`config.mk`:
```
export PLATFORM = sky130hd
export DESIGN_NAME = irq_state_engine
export DESIGN_NICKNAME = d
export VERILOG_FILES = /design/src/rtl/ise_pkg.sv /design/src/rtl/ise_align_chk.sv /design/src/rtl/ise_event_arb.sv /design/src/rtl/ise_arch_regs.sv /design/src/rtl/irq_state_engine.sv
export SDC_FILE = /design/constraint.sdc
export NUM_CORES = 1
export LEC_CHECK = 0
export BUFFER_PORTS_ARGS = -buffer_cell sky130_fd_sc_hd__clkbuf_2
export CAP_MARGIN = 5
export CORE_MARGIN = 2
export CORE_UTILIZATION = 45
export CTS_BUF_LIST = sky130_fd_sc_hd__clkbuf_8
export CTS_CLUSTER_DIAMETER = 40
export DETAILED_ROUTE_END_ITERATION = 10
export MAX_ROUTING_LAYER = met4
export PLACE_DENSITY = 0.76
export SYNTH_ARGS = -nofsm -noshare
export SYNTH_HDL_FRONTEND = slang
export SYNTH_SLANG_ARGS = --single-unit
export TNS_END_PERCENT = 30
```
`constraint.sdc`:
```
create_clock -name clk -period 1.9 [get_ports clk]
set_input_delay 0.19 -clock clk [delete_from_list [all_inputs] [get_ports clk]]
set_output_delay 0.19 -clock clk [all_outputs]
set_load 0.005 [all_outputs]
```
`src/rtl/ise_pkg.sv`:
```
`timescale 1ns/1ps
package ise_pkg;
  localparam int XLEN      = 32;
  localparam int VEC_LO_W  = 16;
  localparam int VEC_HI_W  = XLEN - VEC_LO_W;
  localparam int OP_W      = 4;
  localparam int EA_LO_W   = 4;

  typedef enum logic [OP_W-1:0] {
    OP_NONE      = 4'd0,
    OP_BLK_ZERO  = 4'd1,
    OP_CACHE_RD  = 4'd2,
    OP_LD_RESV   = 4'd3,
    OP_ST_COND   = 4'd4,
    OP_AUX_HALF  = 4'd5,
    OP_AUX_WORD  = 4'd6,
    OP_AUX_DWORD = 4'd7,
    OP_AUX_QUAD  = 4'd8,
    OP_PLAIN     = 4'd9
  } mem_op_e;

  typedef enum logic [1:0] {
    EV_NONE   = 2'd0,
    EV_ALIGN  = 2'd1,
    EV_RETURN = 2'd2,
    EV_EXTERN = 2'd3
  } event_e;

  // state word layout: bit 0 external enable, bits 1..3 kept, 4..13 cleared
  localparam int MSR_EXT_EN = 0;
  localparam int KEEP_LO    = 1;
  localparam int KEEP_HI    = 3;
  localparam int CLR_LO     = 4;
  localparam int CLR_HI     = 13;

  localparam logic [VEC_LO_W-1:0] VEC_EXT_LO   = 16'h0500;
  localparam logic [VEC_LO_W-1:0] VEC_ALIGN_LO = 16'h0600;

  function automatic logic [XLEN-1:0] entry_clear_mask();
    logic [XLEN-1:0] m;
    m = '0;
    m[MSR_EXT_EN] = 1'b1;
    for (int i = CLR_LO; i <= CLR_HI; i++) m[i] = 1'b1;
    return m;
  endfunction

  function automatic logic [XLEN-1:0] entry_msr(input logic [XLEN-1:0] cur);
    return cur & ~entry_clear_mask();
  endfunction

  function automatic logic [XLEN-1:0] vector_addr(input logic [VEC_HI_W-1:0] hi,
                                                  input logic [VEC_LO_W-1:0] lo);
    return {hi, lo};
  endfunction

  // true when any of the lowest nbits address bits is set
  function automatic logic low_bits_set(input logic [EA_LO_W-1:0] ea, input int nbits);
    logic [EA_LO_W-1:0] m;
    m = EA_LO_W'((1 << nbits) - 1);
    return |(ea & m);
  endfunction
endpackage

```
`src/rtl/ise_align_chk.sv`:
```
`timescale 1ns/1ps
module ise_align_chk
  import ise_pkg::*;
(
  input  logic               clk,
  input  logic               rst,
  input  logic [OP_W-1:0]    op,
  input  logic [EA_LO_W-1:0] ea_lo,
  input  logic               uncached,
  output logic               fault
);
  localparam int N_AUX = 4;
  localparam int AUX_LSBS [N_AUX] = '{1, 2, 2, 4};

  logic [N_AUX-1:0] aux_hit;
  logic             resv_hit;
  logic             zero_hit;

  // one detector per auxiliary access size
  for (genvar g = 0; g < N_AUX; g++) begin : g_aux
    localparam int NB = AUX_LSBS[g];
    localparam logic [OP_W-1:0] CODE = OP_W'(int'(OP_AUX_HALF) + g);
    assign aux_hit[g] = (op == CODE) && low_bits_set(ea_lo, NB);
  end

  always_comb begin
    resv_hit = 1'b0;
    if (op == OP_CACHE_RD || op == OP_LD_RESV || op == OP_ST_COND)
      resv_hit = low_bits_set(ea_lo, 2);
  end

  assign zero_hit = (op == OP_BLK_ZERO) && uncached;
  assign fault    = zero_hit | resv_hit | (|aux_hit);

  AST_PLAIN_NO_FAULT: assert property (@(posedge clk) disable iff (rst)
    (op == OP_NONE || op == OP_PLAIN || op > OP_PLAIN) |-> !fault);
  AST_ALIGNED_QUAD_OK: assert property (@(posedge clk) disable iff (rst)
    (ea_lo == '0 && op != OP_BLK_ZERO) |-> !fault);
endmodule

```
`src/rtl/ise_event_arb.sv`:
```
`timescale 1ns/1ps
module ise_event_arb
  import ise_pkg::*;
(
  input  logic   clk,
  input  logic   rst,
  input  logic   fault,
  input  logic   ret_req,
  input  logic   irq_req,
  input  logic   msr_wr_en,
  input  logic   ext_en,
  output event_e ev
);
  logic pend_q;
  logic want_ext;
  logic take_ext;

  assign want_ext = irq_req | pend_q;
  assign take_ext = want_ext & ext_en & ~fault & ~ret_req & ~msr_wr_en;

  always_comb begin
    if (fault)         ev = EV_ALIGN;
    else if (ret_req)  ev = EV_RETURN;
    else if (take_ext) ev = EV_EXTERN;
    else               ev = EV_NONE;
  end

  always_ff @(posedge clk) begin
    if (rst) pend_q <= 1'b0;
    else     pend_q <= want_ext & ~take_ext;
  end

  AST_EXT_GATED: assert property (@(posedge clk) disable iff (rst)
    (ev == EV_EXTERN) |-> ext_en);
  AST_FAULT_FIRST: assert property (@(posedge clk) disable iff (rst)
    fault |-> (ev == EV_ALIGN));
  AST_PEND_KEEP: assert property (@(posedge clk) disable iff (rst)
    (want_ext && ev != EV_EXTERN) |=> pend_q);
  AST_RET_OVER_EXT: assert property (@(posedge clk) disable iff (rst)
    (ret_req && !fault) |-> (ev == EV_RETURN));
endmodule

```
`src/rtl/ise_arch_regs.sv`:
```
`timescale 1ns/1ps
module ise_arch_regs
  import ise_pkg::*;
(
  input  logic                clk,
  input  logic                rst,
  input  event_e              ev,
  input  logic [XLEN-1:0]     instr_pc,
  input  logic [XLEN-1:0]     instr_next,
  input  logic                step,
  input  logic                msr_wr_en,
  input  logic [XLEN-1:0]     msr_wr_val,
  input  logic [VEC_HI_W-1:0] vec_hi,
  input  logic [XLEN-1:0]     ea,
  output logic [XLEN-1:0]     pc_q,
  output logic [XLEN-1:0]     msr_q,
  output logic [XLEN-1:0]     srr0_q,
  output logic [XLEN-1:0]     srr1_q,
  output logic [XLEN-1:0]     dear_q
);
  logic ev_entry;
  assign ev_entry = (ev == EV_ALIGN) || (ev == EV_EXTERN);

  always_ff @(posedge clk) begin
    if (rst) begin
      pc_q   <= '0;
      msr_q  <= '0;
      srr0_q <= '0;
      srr1_q <= '0;
      dear_q <= '0;
    end else begin
      unique case (ev)
        EV_ALIGN: begin
          srr0_q <= instr_pc;
          srr1_q <= msr_q;
          msr_q  <= entry_msr(msr_q);
          dear_q <= ea;
          pc_q   <= vector_addr(vec_hi, VEC_ALIGN_LO);
        end
        EV_EXTERN: begin
          srr0_q <= instr_next;
          srr1_q <= msr_q;
          msr_q  <= entry_msr(msr_q);
          pc_q   <= vector_addr(vec_hi, VEC_EXT_LO);
        end
        EV_RETURN: begin
          pc_q  <= srr0_q;
          msr_q <= srr1_q;
        end
        default: begin
          if (step)      pc_q  <= instr_next;
          if (msr_wr_en) msr_q <= msr_wr_val;
        end
      endcase
    end
  end

  AST_RESET_STATE: assert property (@(posedge clk)
    rst |=> (pc_q == '0 && msr_q == '0 && dear_q == '0));
  AST_ALIGN_SAVE: assert property (@(posedge clk) disable iff (rst)
    (ev == EV_ALIGN) |=> (srr0_q == $past(instr_pc) && dear_q == $past(ea)
                          && pc_q[VEC_LO_W-1:0] == VEC_ALIGN_LO));
  AST_EXT_SAVE: assert property (@(posedge clk) disable iff (rst)
    (ev == EV_EXTERN) |=> (srr0_q == $past(instr_next)
                           && pc_q[VEC_LO_W-1:0] == VEC_EXT_LO));
  AST_SAVE_WORD: assert property (@(posedge clk) disable iff (rst)
    ev_entry |=> (srr1_q == $past(msr_q)));
  AST_ENTRY_CLEAR: assert property (@(posedge clk) disable iff (rst)
    ev_entry |=> ((msr_q & entry_clear_mask()) == '0
                  && msr_q[KEEP_HI:KEEP_LO] == $past(msr_q[KEEP_HI:KEEP_LO])));
  AST_RETURN_RESTORE: assert property (@(posedge clk) disable iff (rst)
    (ev == EV_RETURN) |=> (pc_q == $past(srr0_q) && msr_q == $past(srr1_q)));
  AST_QUIET_SAVES: assert property (@(posedge clk) disable iff (rst)
    (ev == EV_NONE) |=> ($stable(srr0_q) && $stable(srr1_q) && $stable(dear_q)));
endmodule

```
`src/rtl/irq_state_engine.sv`:
```
`timescale 1ns/1ps
module irq_state_engine
  import ise_pkg::*;
(
  input  logic                clk,
  input  logic                rst,
  input  logic [XLEN-1:0]     instr_pc,
  input  logic [XLEN-1:0]     instr_next,
  input  logic                step,
  input  logic                msr_wr_en,
  input  logic [XLEN-1:0]     msr_wr_val,
  input  logic [VEC_HI_W-1:0] vec_prefix,
  input  logic [OP_W-1:0]     mem_op,
  input  logic [XLEN-1:0]     mem_ea,
  input  logic                mem_uncached,
  input  logic                irq_req,
  input  logic                ret_req,
  output logic [XLEN-1:0]     pc_o,
  output logic [XLEN-1:0]     msr_o,
  output logic [XLEN-1:0]     srr0_o,
  output logic [XLEN-1:0]     srr1_o,
  output logic [XLEN-1:0]     dear_o,
  output logic                kill_o
);
  logic   align_fault;
  event_e ev;

  ise_align_chk u_align (
    .clk      (clk),
    .rst      (rst),
    .op       (mem_op),
    .ea_lo    (mem_ea[EA_LO_W-1:0]),
    .uncached (mem_uncached),
    .fault    (align_fault)
  );

  ise_event_arb u_arb (
    .clk       (clk),
    .rst       (rst),
    .fault     (align_fault),
    .ret_req   (ret_req),
    .irq_req   (irq_req),
    .msr_wr_en (msr_wr_en),
    .ext_en    (msr_o[MSR_EXT_EN]),
    .ev        (ev)
  );

  ise_arch_regs u_regs (
    .clk        (clk),
    .rst        (rst),
    .ev         (ev),
    .instr_pc   (instr_pc),
    .instr_next (instr_next),
    .step       (step),
    .msr_wr_en  (msr_wr_en),
    .msr_wr_val (msr_wr_val),
    .vec_hi     (vec_prefix),
    .ea         (mem_ea),
    .pc_q       (pc_o),
    .msr_q      (msr_o),
    .srr0_q     (srr0_o),
    .srr1_q     (srr1_o),
    .dear_q     (dear_o)
  );

  assign kill_o = align_fault;

  AST_KILL_VECTORS: assert property (@(posedge clk) disable iff (rst)
    kill_o |=> (pc_o == {$past(vec_prefix), VEC_ALIGN_LO}));
  AST_KILL_BLOCKS_STEP: assert property (@(posedge clk) disable iff (rst)
    (kill_o && step) |=> (pc_o != $past(instr_next) || $past(instr_next) == {$past(vec_prefix), VEC_ALIGN_LO}));
endmodule

```
==> results.md, run 1 <==
- The run finished with clean final reports.
- The floorplan step defined a core boundary enclosing approximately 17000 sq um.
- The portion of synthesized area spent on multiplexers is 0.00131.
- Including well taps, the total number of placed cells is 1392.
- For this block, the via count after detailed routing is 9337.
- The maximum resistive drop on vdd is 0.000419 V.
- Clock tree synthesis selected as its root buffer the cell sky130_fd_sc_hd__clkbuf_8.
- The compound-gate portion of the synthesized area was 0.306.
- The total of endpoints with negative setup slack in the final report is 0.
- In the final layout, the share of cells above drive strength 1 is 0.331.
- In the final routed layout, each cell accounts on average for between 15 and 20 um.
- At the pin with the least slew margin, the transition time is 0.657 ns.
- The total number of H-tree levels is 4.
- Data arrives at the worst endpoint at 1.66 ns.
- The vertical extent of the die is 134 um.
- The worst clock skew is 0.0149 ns.
- The finished cells cover 10800 sq um.
- The simple-gate share of the synthesized area is 0.195.
- The overall routing resource usage is 0.323.
- Counting I/O delays and the setup requirement, the final critical path takes 1.85 ns.
- The congestion estimate from routability-driven global placement came to 0.911.
- By area, the combinational part of the netlist is dominated by compound AO/OA/AOI/OAI gates.
- By area the synthesized netlist is led by sky130_fd_sc_hd__dfxtp_1 42%, sky130_fd_sc_hd__a311oi_1 7.2%, sky130_fd_sc_hd__a21oi_1 6.5%.
- For this run, the leading register cell type out of synthesis is sky130_fd_sc_hd__dfxtp_1.
- Of the total synthesized cell area, the portion taken by XOR and XNOR cells is 0.
- Along the worst path, the maximum fanout reaches 15.
- The endpoint class of the critical path is an output port.
- The share of the core filled with cells is 0.653.
- In this run the tightest slew margin relative to its limit is 0.562.
- Max-cap violations in this run came to 0.
- The power per unit of standard cell area is 737 nW/um^2.
- The number of design-rule violations left by the first detailed-router iteration is 945.
- The area of the die is 18000 sq um.
- For met2 alone, demand over resource in global routing was 0.495.
- The peak-usage layer in the global routing report is met2.
- The initial antenna violation count was 2.
- The ratio of routed vias to standard cells is 6.18.
- TritonCTS built the clock tree.
- Detailed placement finished with a half-perimeter wire length of 18.2 mm.
- For this run, global-route usage on met3 was measured as 0.0718.
- The wire length of the first global-routing pass is 45.8 mm.
- In this run the horizontal extent of the chip is 134 um.
- The number of standard-cell rows in the floorplan is 47.
- The number of endpoints with negative hold slack in the final report is 0.
- The average instance in the mapped netlist occupies 8.35 sq um.
- The max-slew violation total from the final report is 0.
- The starting density of the core is 0.461.
- The share of synthesized area in the top cell type comes to 0.422.
- In the layout the commonest cells are 313 x sky130_fd_sc_hd__clkbuf_2, 161 x sky130_fd_sc_hd__dfxtp_1, 99 x sky130_fd_sc_hd__a21oi_1, 81 x sky130_fd_sc_hd__dlygate4sd3_1, 77 x sky130_fd_sc_hd__nand2_1.
- The cell type with the largest total area after synthesis is sky130_fd_sc_hd__dfxtp_1.
- In this run the cell area measured after placement is 9620 sq um.
- The global routing usage on met1 is 0.400.
- For the final routed database, the setup TNS stands at 0 ns.
- The routed design has 29.4 mm of wire.
- Yosys mapped the design onto 42 distinct sky130hd cell types.
- The maximum buffer depth of the clock tree is 2.
- The number of sinks driven by the clock tree is 161.
- The largest net degree at the start of global routing is 118.
- For this run, the post-layout net count is 1431.
- The number of primary I/O pins is approximately 320.
- Counting every net in the synthesized netlist gives 1071.
- The mapped netlist covers 7640 sq um.
- In this run the static leakage power is 4.63 nW.
- The share of flip-flops with an asynchronous set or reset is 0.
- Of the available clock period, the critical path in the final layout requires 0.972.
- For the worst-skew pair, the clock arrives at the later sink with an insertion delay of 0.46 ns.
- Compared with the post-synthesis result, the final layout area differs by 41.7%.
- The clock-pin slew on the worst setup and hold paths is 0.10 ns.
- The total DRC errors in the routed layout is 0.
- The number of standard cells after synthesis is between 900 and 1000.
- STA puts the critical path data required time at roughly 1.7 ns.
- STA classifies the critical path startpoint as a primary input.
- Of the total synthesized cell area, the portion taken by full adders, half adders and majority gates is 0.
- The sequential share of the synthesized area is 0.422.
- The number of global-route vias before repair is 8861.
- Once detail routing completed, the nets flagged for antenna violations numbered 0.
- Synthesis inferred 161 register bits.
- The count of flip-flops with a built-in enable after synthesis is 0.
- The number of optimization iterations in the first detailed-route pass is 5.
- In this run the tool buffered the top-level ports with between 300 and 400 buffer cells.
- The most common cell after layout, fill and taps aside is sky130_fd_sc_hd__clkbuf_2.
- In this run the worst hold path is classified as primary input to register.
- The top achievable clock speed is 542 MHz.
- For this run the aggregate overflow at the end of global routing stands at 0.
- The final instance count without filler cells is 1511.
- For this run, the number of Yosys warnings is 0.
- The path type of the worst setup path is primary input to output port.
- Counting the buffers created by CTS gives 17.
## logic make-up after synthesis
kind of cell,count (synthesis)
compound gates,347
mux,1
simple gates,283
buf+inv,124
flops,161
## worst max-delay path, cell delays in order
cell                       delay (ns)
sky130_fd_sc_hd__clkbuf_2        0.10
sky130_fd_sc_hd__or4_1           0.55
sky130_fd_sc_hd__nand4b_2        0.16
sky130_fd_sc_hd__o31ai_4         0.15
sky130_fd_sc_hd__nor2_4          0.14
sky130_fd_sc_hd__buf_12          0.16
sky130_fd_sc_hd__inv_1           0.06
sky130_fd_sc_hd__clkbuf_2        0.12
## final timing paths
| path | start | end | slack [ns] | cells after the start |
|---|---|---|---|---|
| max | mem_ea[0] | kill_o | 0.05 | 8 |
| min | instr_pc[18] | u_regs.srr0_q[18] | 0.02 | 3 |
| min reg2reg | u_regs.dear_q[2] | u_regs.dear_q[2] | 0.47 | 2 |
| max reg2reg | u_arb.pend_q | u_regs.pc_q[23] | 0.10 | 7 |
## area by class of cell
class	instances	area (sq um)
Fill cell	1395	5750
Multi-Input combinational cell	631	3860
Sequential cell	161	3220
Timing Repair Buffer	463	3100
Tap cell	220	275
Clock buffer	17	234
Clock inverter	15	134
Inverter	2	7.51
Antenna cell	2	5.00
## registers in the layout (all words and copies together), names as in the netlist
signal / count
u_arb.pend_q: 1
u_regs.dear_q: 32
u_regs.msr_q: 32
u_regs.srr1_q: 32
u_regs.pc_q: 32
u_regs.srr0_q: 32
## metal layers
layer	vias up	wire [um]
met1	4353	11600
li1	4235	-
met5	-	0
met3	124	2540
met2	625	13800
met4	0	1400
## Yosys cell counts, types with 2 or more instances
| master | n |
|---|---|
| sky130_fd_sc_hd__nand4_1 | 54 |
| sky130_fd_sc_hd__dfxtp_1 | 161 |
| sky130_fd_sc_hd__a31oi_1 | 22 |
| sky130_fd_sc_hd__a311oi_1 | 63 |
| sky130_fd_sc_hd__o31ai_1 | 42 |
| sky130_fd_sc_hd__a21oi_1 | 99 |
| sky130_fd_sc_hd__o311a_1 | 11 |
| sky130_fd_sc_hd__buf_2 | 23 |
| sky130_fd_sc_hd__nor2_2 | 2 |
| sky130_fd_sc_hd__nand2_1 | 77 |
| sky130_fd_sc_hd__o21ai_0 | 56 |
| sky130_fd_sc_hd__buf_6 | 4 |
| sky130_fd_sc_hd__nor3_1 | 27 |
| sky130_fd_sc_hd__clkbuf_1 | 81 |
| sky130_fd_sc_hd__a211oi_1 | 15 |
| sky130_fd_sc_hd__nor4_1 | 8 |
| sky130_fd_sc_hd__or2_2 | 2 |
| sky130_fd_sc_hd__buf_1 | 4 |
| sky130_fd_sc_hd__inv_1 | 2 |
| sky130_fd_sc_hd__buf_4 | 8 |
| sky130_fd_sc_hd__nand3_1 | 55 |
| sky130_fd_sc_hd__a22oi_1 | 27 |
| sky130_fd_sc_hd__nor2b_1 | 23 |
| sky130_fd_sc_hd__nand2b_1 | 24 |
| sky130_fd_sc_hd__nor2_1 | 4 |
| sky130_fd_sc_hd__a221o_1 | 6 |
## per-stage QoR
stage / hold WS, ns / worst slack (ns) / total power [W]
floorplan: 0.329 / 0.142 / 0.00469
global placement: 0.430 / -0.116 / 0.00544
detailed placement: 0.434 / -0.180 / 0.00547
CTS: 0.00107 / 0.00170 / 0.00797
global route: 0.00432 / -0.0195 / 0.00834
finish: 0.0228 / 0.0539 / 0.00799
## where the power goes
| group | internal [W] | total [W] | switching, W |
|---|---|---|---|
| clock | 0.00104 | 0.00241 | 0.00136 |
| combinational | 0.000841 | 0.00175 | 0.000912 |
| sequential | 0.00363 | 0.00383 | 0.000199 |
## timing repair
action	4_1_cts	5_1_grt
buffers inserted	0	4
hold buffers	81	0
hold endpoints to repair	68	0
resized for setup	0	1
endpoints found under the setup margin	0	1
No activity file was read; power rests on OpenSTA's default activity.
==> run 2, diff against run 1 <==
--- a/config.mk
+++ b/config.mk
@@ -7,13 +7,15 @@
 export LEC_CHECK = 0
 export BUFFER_PORTS_ARGS = -buffer_cell sky130_fd_sc_hd__clkbuf_2
 export CAP_MARGIN = 5
+export CELL_PAD_IN_SITES_DETAIL_PLACEMENT = 1
+export CELL_PAD_IN_SITES_GLOBAL_PLACEMENT = 1
 export CORE_MARGIN = 2
-export CORE_UTILIZATION = 45
+export CORE_UTILIZATION = 36
 export CTS_BUF_LIST = sky130_fd_sc_hd__clkbuf_8
 export CTS_CLUSTER_DIAMETER = 40
 export DETAILED_ROUTE_END_ITERATION = 10
 export MAX_ROUTING_LAYER = met4
-export PLACE_DENSITY = 0.76
+export PLACE_DENSITY_LB_ADDON = 0.1
 export SYNTH_ARGS = -nofsm -noshare
 export SYNTH_HDL_FRONTEND = slang
 export SYNTH_SLANG_ARGS = --single-unit
==> run 2 against run 1 <==
Critical path depth shrank 1. Global-route usage down 3.1 points. Combinational power up 4%.
==> results.md, run 2 (same netlist as run 1, synthesis figures left out) <==
- The number of primary I/O pins is roughly 320.
- The total DRC errors in the routed layout is 0.
- The total vias in the final route is 9170.
- Entering global routing, the biggest net connects about 110 pins.
- The largest single stage delay on the critical path is ~0.54 ns.
- The number of endpoints with negative hold slack in the final report came to 0.
- The number of design-rule violations left by the first detailed-router iteration is roughly 460.
- The required time of the critical path is roughly 1.7 ns.
- The power per unit of standard cell area is 737 nW/um^2.
- The launch instance of the worst min-delay path is mem_ea[1].
- The maximum buffer depth of the clock tree is 2.
- After clock tree synthesis, the clock-pin slew on the worst setup and hold paths is 0.10 ns.
- The run finished with clean final reports.
- The most common cell after layout, fill and taps aside is sky130_fd_sc_hd__clkbuf_2.
- In the layout the commonest cells are 313 x sky130_fd_sc_hd__clkbuf_2, 161 x sky130_fd_sc_hd__dfxtp_1, 99 x sky130_fd_sc_hd__a21oi_1, 91 x sky130_fd_sc_hd__dlygate4sd3_1, 77 x sky130_fd_sc_hd__nand2_1.
- The routed wirelength normalized by instance count is 20.9 um.
- The wire length of the first global-routing pass is ~50 mm.
- For the final routed database, the setup TNS stands at 0 ns.
- Once layout is complete, the utilization of the core stands at 0.528.
- The total routed wirelength is 33.0 mm.
- The max-slew violation total from the final report was 0.
- The initial utilization of the core area, before any placement, comes to 0.365.
- The number of standard-cell rows in the floorplan is 53.
- Max-cap violations in this run came to 0.
- Derived from the worst setup path, the maximum achievable clock frequency is around 550 MHz.
- For the pin with the worst max-slew slack, the measured transition is 0.656 ns.
- The signal on the critical path passes through clkbuf_2 -> or4_1 -> nand4b_2 -> o31ai_4 -> nor2_4 -> inv_1 -> clkbuf_2.
- The number of global-route vias before repair is 9153.
- The die is between 100 and 150 um wide.
- The post-route standard cell area excluding fillers is 11100 sq um.
- During placement, the flow inserted port buffers numbering between 300 and 400.
- Tracing the worst setup path back leads to its startpoint at mem_ea[1].
- The slowest stage of the critical path belongs to the cell sky130_fd_sc_hd__or4_1.
- In this run the critical register-to-register path is launched from u_regs.msr_q[0].
- The area of the die is 22400 sq um.
- The ratio of routed vias to standard cells is 5.81.
- The remaining global-route overflow is 0.
- The worst hold-check path type is primary input to register.
- For this design, the sink count on the clock tree is 161.
- The worst setup path is launched from a primary input.
- Setup repair after global routing left no endpoint under its margin.
- In this run the tightest slew margin relative to its limit is 0.561.
- The number of optimization iterations in the first detailed-route pass is 5.
- The later pin in the worst-skew pair is clocked with a latency of 0.47 ns.
- At the worst endpoint, the arrival time is around 1.6 ns.
- The final RePlAce weighted congestion is between 0.8 and 0.9.
- The H-tree was split into 4 levels.
- The detail route stage leaves a number of antenna-violating nets equal to 0.
- Of the cells placed in the final design, the portion with a size suffix greater than 1 is 0.332.
- IR analysis of the VDD net gives a maximum drop of 0.000394 V.
- The portion of the clock cycle consumed by the worst path in the final layout is 0.952.
- The peak fanout along the critical path is 12.
- The time the worst path needs with I/O delays and setup is 1.81 ns.
- The vertical extent of the die is ~150 um.
- The worst clock skew is 0.0159 ns.
- The initial antenna violation count is 0.
- The reported leakage power is between 4 and 5 nW.
- Setup violations remaining at the end of the flow were counted as 0.
- The critical path is of the primary input to output port type.
- The HPWL reported at the end of detailed placement is 21.2 mm.
- The placed instance area is 9730 sq um.
- The root buffer cell chosen for the clock tree is sky130_fd_sc_hd__clkbuf_8.
- In the final design database the tool counted between 1000 and 1500 nets.
- The worst setup path is captured at an output port.
- The overall routing resource usage is 0.292.
- The clock buffer count from CTS is 17.
- The tightest hold path in the finished design has a slack of 0.0193 ns.
- The clock tree from TritonCTS is built.
- Compared with the post-synthesis result, the final layout area differs by 44.8%.
- In this run the standard cell core region covers 21000 sq um.
- The cell that appears most often on the critical path is sky130_fd_sc_hd__clkbuf_2.
run 2: power breakdown:
| part | internal [W] | switching, W | leakage [nW] | total (W) |
|---|---|---|---|---|
| clock network | 0.00105 | 0.00146 | 0.182 | 0.00251 |
| registers | 0.00363 | 0.000199 | 1.32 | 0.00383 |
| logic | 0.000873 | 0.000950 | 3.20 | 0.00182 |
run 2: final timing paths:
check,endpoint,slack (ns),depth (start not counted)
worst max register to register,u_regs.msr_q[9],0.15,6
worst min register to register,u_regs.dear_q[4],0.47,2
worst min-delay path,u_regs.dear_q[1],0.02,3
worst max-delay path,kill_o,0.09,7
run 2: timing repair:
action / CTS / global route
endpoints found under the hold margin: 79 / 0
setup buffers: 0 / 5
endpoints found under the setup margin: 7 / 22
pin swaps: 1 / 3
hold buffers: 91 / 0
gates cloned: 0 / 0
gates resized for setup: 1 / 5
run 2: area by class of cell:
class	count	area, sq um
fillers	2593	9880
multi-input cells	631	3880
repair buffers	477	3250
flip-flops and latches	161	3220
well taps	275	344
clock buffers	17	234
clock inverters	15	138
inverters	2	7.51
diodes	1	2.50
run 2: critical path, delay by kind of cell:
family / cells / cell delay (ns)
AO/OA/AOI/OAI: 1 / 0.18
AND/OR/NAND/NOR: 3 / 0.91
buffers and inverters: 3 / 0.34
run 2: metal layers:
layer	part of all wire	up-vias	track usage
met5	0	-	-
met4	0.030	0	0.111
met3	0.058	61	0.0454
met2	0.48	356	0.473
li1	-	4260	-
met1	0.43	4493	0.369
run 2: stage by stage:
stage	instances	worst slack (ns)	total power, W
after floorplan	916	0.142	0.00469
after global placement	1450	-0.260	0.00550
after detailed placement	1450	-0.262	0.00554
after CTS	1573	-0.0175	0.00818
after global routing	1578	0.00533	0.00855
final	1579	0.0919	0.00816
==> run 3, diff against run 2 <==
--- a/config.mk
+++ b/config.mk
@@ -15,7 +15,7 @@
 export CTS_CLUSTER_DIAMETER = 40
 export DETAILED_ROUTE_END_ITERATION = 10
 export MAX_ROUTING_LAYER = met4
-export PLACE_DENSITY_LB_ADDON = 0.1
+export PLACE_DENSITY = 0.82
 export SYNTH_ARGS = -nofsm -noshare
 export SYNTH_HDL_FRONTEND = slang
 export SYNTH_SLANG_ARGS = --single-unit
==> run 3 against run 2 <==
Combinational power up 3%. Via count up 2.3%. Clock skew up 0.00062 ns. Setup slack worse by 0.081 ns. Hold slack better by 0.010 ns. Sequential power about the same. Critical endpoint unchanged. Global-route usage up 1.9 points. Register-to-register slack worse by 0.04 ns. Non-clock buffer count down 4. First-iteration DRC count up 15%. Design area up 1.1%.
==> results.md, run 3 (same netlist as run 1, synthesis figures left out) <==
- Detailed routing placed a total of 2.45 mm of wire on met3.
- Headroom to the max-slew limit came out at 0.477.
- The vertical extent of the die is 150 um.
- The number of sinks driven by the clock tree is 161.
- The worst hold path belongs to the class primary input to register.
- The starting density of the core is 0.365.
- The die is 150 um wide.
- The number of design-rule violations left by the first detailed-router iteration is roughly 530.
- At the later pin of the worst-skew pair, clock insertion delay measures approximately 0.47 ns.
- TritonCTS built the clock tree.
- The max-slew violation total from the final report is 0.
- At the pin with the least slew margin, the transition time is 0.784 ns.
- The endpoint class of the critical path is an output port.
- The region available for standard cell placement spans between 20000 and 25000 sq um.
- The H-tree was split into 4 levels.
- Hold timing on the final database bottoms out at a slack of 0.0297 ns.
- Data on the critical path is required at its endpoint by 1.71 ns.
- The number of endpoints with negative hold slack in the final report is 0.
- The wire length on met2 is 16.9 mm.
- The wire length of the first global-routing pass is 53.4 mm.
- The clock root buffer is sky130_fd_sc_hd__clkbuf_8.
- The total vias in the final route is 9380.
- The reported leakage power is 4.75 nW.
- After detailed placement, the design holds a cell count of about 1400.
- The total routed wire length on the met1 layer is 13.8 mm.
- In this run the remaining antenna-violating nets after routing total 0.
- In this run the top signal layer used is met4.
- Setup violations remaining at the end of the flow were counted as 0.
- The number of primary I/O pins is ~320.
- The number of global-route vias before repair came to approximately 9600.
- The area growth from synthesis to layout is 46.3%.
- STA classifies the critical path startpoint as a primary input.
- The flow ran to the end, and the final reports show no timing, DRC or antenna violations.
- The switching power total is 0.00264 W.
- The most common cell after layout, fill and taps aside is sky130_fd_sc_hd__clkbuf_2.
- No sink is reached through more buffers than the 2 on the longest clock path.
- The combinational fraction of design power is 0.214.
- The time the worst path needs with I/O delays and setup is 1.89 ns.
- The final instance count without filler cells is 1576.
- The largest net degree at the start of global routing is around 100.
- The clock-pin slew on the worst setup and hold paths is 0.10 ns.
- The first detailed-routing pass ran for 5 iterations.
- The area of the die is 22400 sq um.
- Of all nets on the critical path, the largest fanout is 16.
- The final RePlAce weighted congestion is approximately 0.9.
- The initial antenna violation count is 1.
- The maximum resistive drop on vdd is roughly 0.00045 V.
- Static timing analysis puts the maximum clock frequency at 529 MHz.
- The routed design has between 30 and 40 mm of wire.
- The routed wirelength normalized by instance count is 22.1 um.
- The part of the total power dissipated in sequential elements is 0.440.
- The overall routing resource usage is 0.311.
- Global routing finished with a remaining overflow of 0.
- The switching part of the total is 0.302.
- In this run the core area contains 53 standard-cell rows.
- The portion of the clock cycle consumed by the worst path in the final layout is 0.994.
- In the final design database the tool counted 1441 nets.
- The ratio of routed vias to standard cells is 5.95.
- Clock tree synthesis inserted a total of 17 buffers.
- Across the run, the number of max-cap violations was 0.
- STA puts the critical path data arrival time at 1.70 ns.
- The HPWL reported at the end of detailed placement is 21.2 mm.
- The number of port buffers is 315.
- Clock skew on the completed layout was measured at 0.0165 ns.
- Of the total power, the clock network draws 0.346.
- The power per unit of standard cell area is 781 nW/um^2.
- The design internal power is ~0.006 W.
- In the routed design, unresolved DRC markers number 0.
- In the final layout, the share of cells above drive strength 1 is 0.330.
- By startpoint and endpoint, the worst setup path is classified as primary input to output port.
- Leaving out fill and tap cells, the most frequent cells in the layout are 312 x sky130_fd_sc_hd__clkbuf_2, 161 x sky130_fd_sc_hd__dfxtp_1, 99 x sky130_fd_sc_hd__a21oi_1, 92 x sky130_fd_sc_hd__dlygate4sd3_1, 77 x sky130_fd_sc_hd__nand2_1.
## run 3: path summary, 6_finish.rpt
kind,from,end,slack [ns],cells after the start
worst max-delay path,mem_ea[1],kill_o,0.01,8
worst min-delay path,instr_pc[20],u_regs.srr0_q[20],0.03,3
worst max register to register,u_arb.pend_q,u_regs.pc_q[17],0.11,6
worst min register to register,u_regs.dear_q[31],u_regs.dear_q[31],0.47,2
## run 3: power groups by stage
stage,Sequential (W),Combinational [W],Clock (W)
global route,0.00387,0.00201,0.00322
finish,0.00385,0.00187,0.00303
global placement,0.00390,0.00159,0
detailed placement,0.00391,0.00164,0
floorplan,0.00388,0.000807,0
CTS,0.00383,0.00179,0.00307
## run 3: metal layers
layer,vias up,GRT usage
li1,4263,-
met4,0,0.151
met5,-,-
met1,4532,0.367
met3,115,0.0652
met2,470,0.505
## run 3: what timing repair did
item / CTS / global route
pin swaps: 0 / 3
hold endpoints to repair: 75 / 1
hold buffers: 91 / 1
setup endpoints to repair: 10 / 36
gates resized for setup: 1 / 6
setup buffers: 0 / 2
## run 3: through the flow
step,instance area [sq um],util,TNS (ns),worst slack (ns),total power [W]
4_1_cts,11100,0.531,-0.00638,-0.00638,0.00870
3_5_place_dp,9760,0.466,-8.49,-0.147,0.00554
3_3_place_gp,9760,0.466,-3.18,-0.0875,0.00549
5_1_grt,11200,0.534,-0.0328,-0.0222,0.00911
6_report,11200,0.534,0,0.0112,0.00874
2_1_floorplan,7640,-,0,0.142,0.00469
## run 3: cell type report
| class | instances | area [sq um] |
|---|---|---|
| Fill cell | 2530 | 9770 |
| Sequential cell | 161 | 3220 |
| Clock inverter | 15 | 228 |
| Timing Repair Buffer | 473 | 3250 |
| Multi-Input combinational cell | 631 | 3890 |
| Inverter | 2 | 7.51 |
| Clock buffer | 17 | 234 |
| Tap cell | 275 | 344 |
| Antenna cell | 2 | 5.00 |
## run 3: critical path, stage by stage
cell and delay [ns]:
sky130_fd_sc_hd__clkbuf_2 0.11, sky130_fd_sc_hd__or4_1 0.59, sky130_fd_sc_hd__nand4b_4 0.17, sky130_fd_sc_hd__o31ai_4 0.11
sky130_fd_sc_hd__buf_12 0.17, sky130_fd_sc_hd__nor2_4 0.14, sky130_fd_sc_hd__inv_1 0.09, sky130_fd_sc_hd__clkbuf_2 0.12
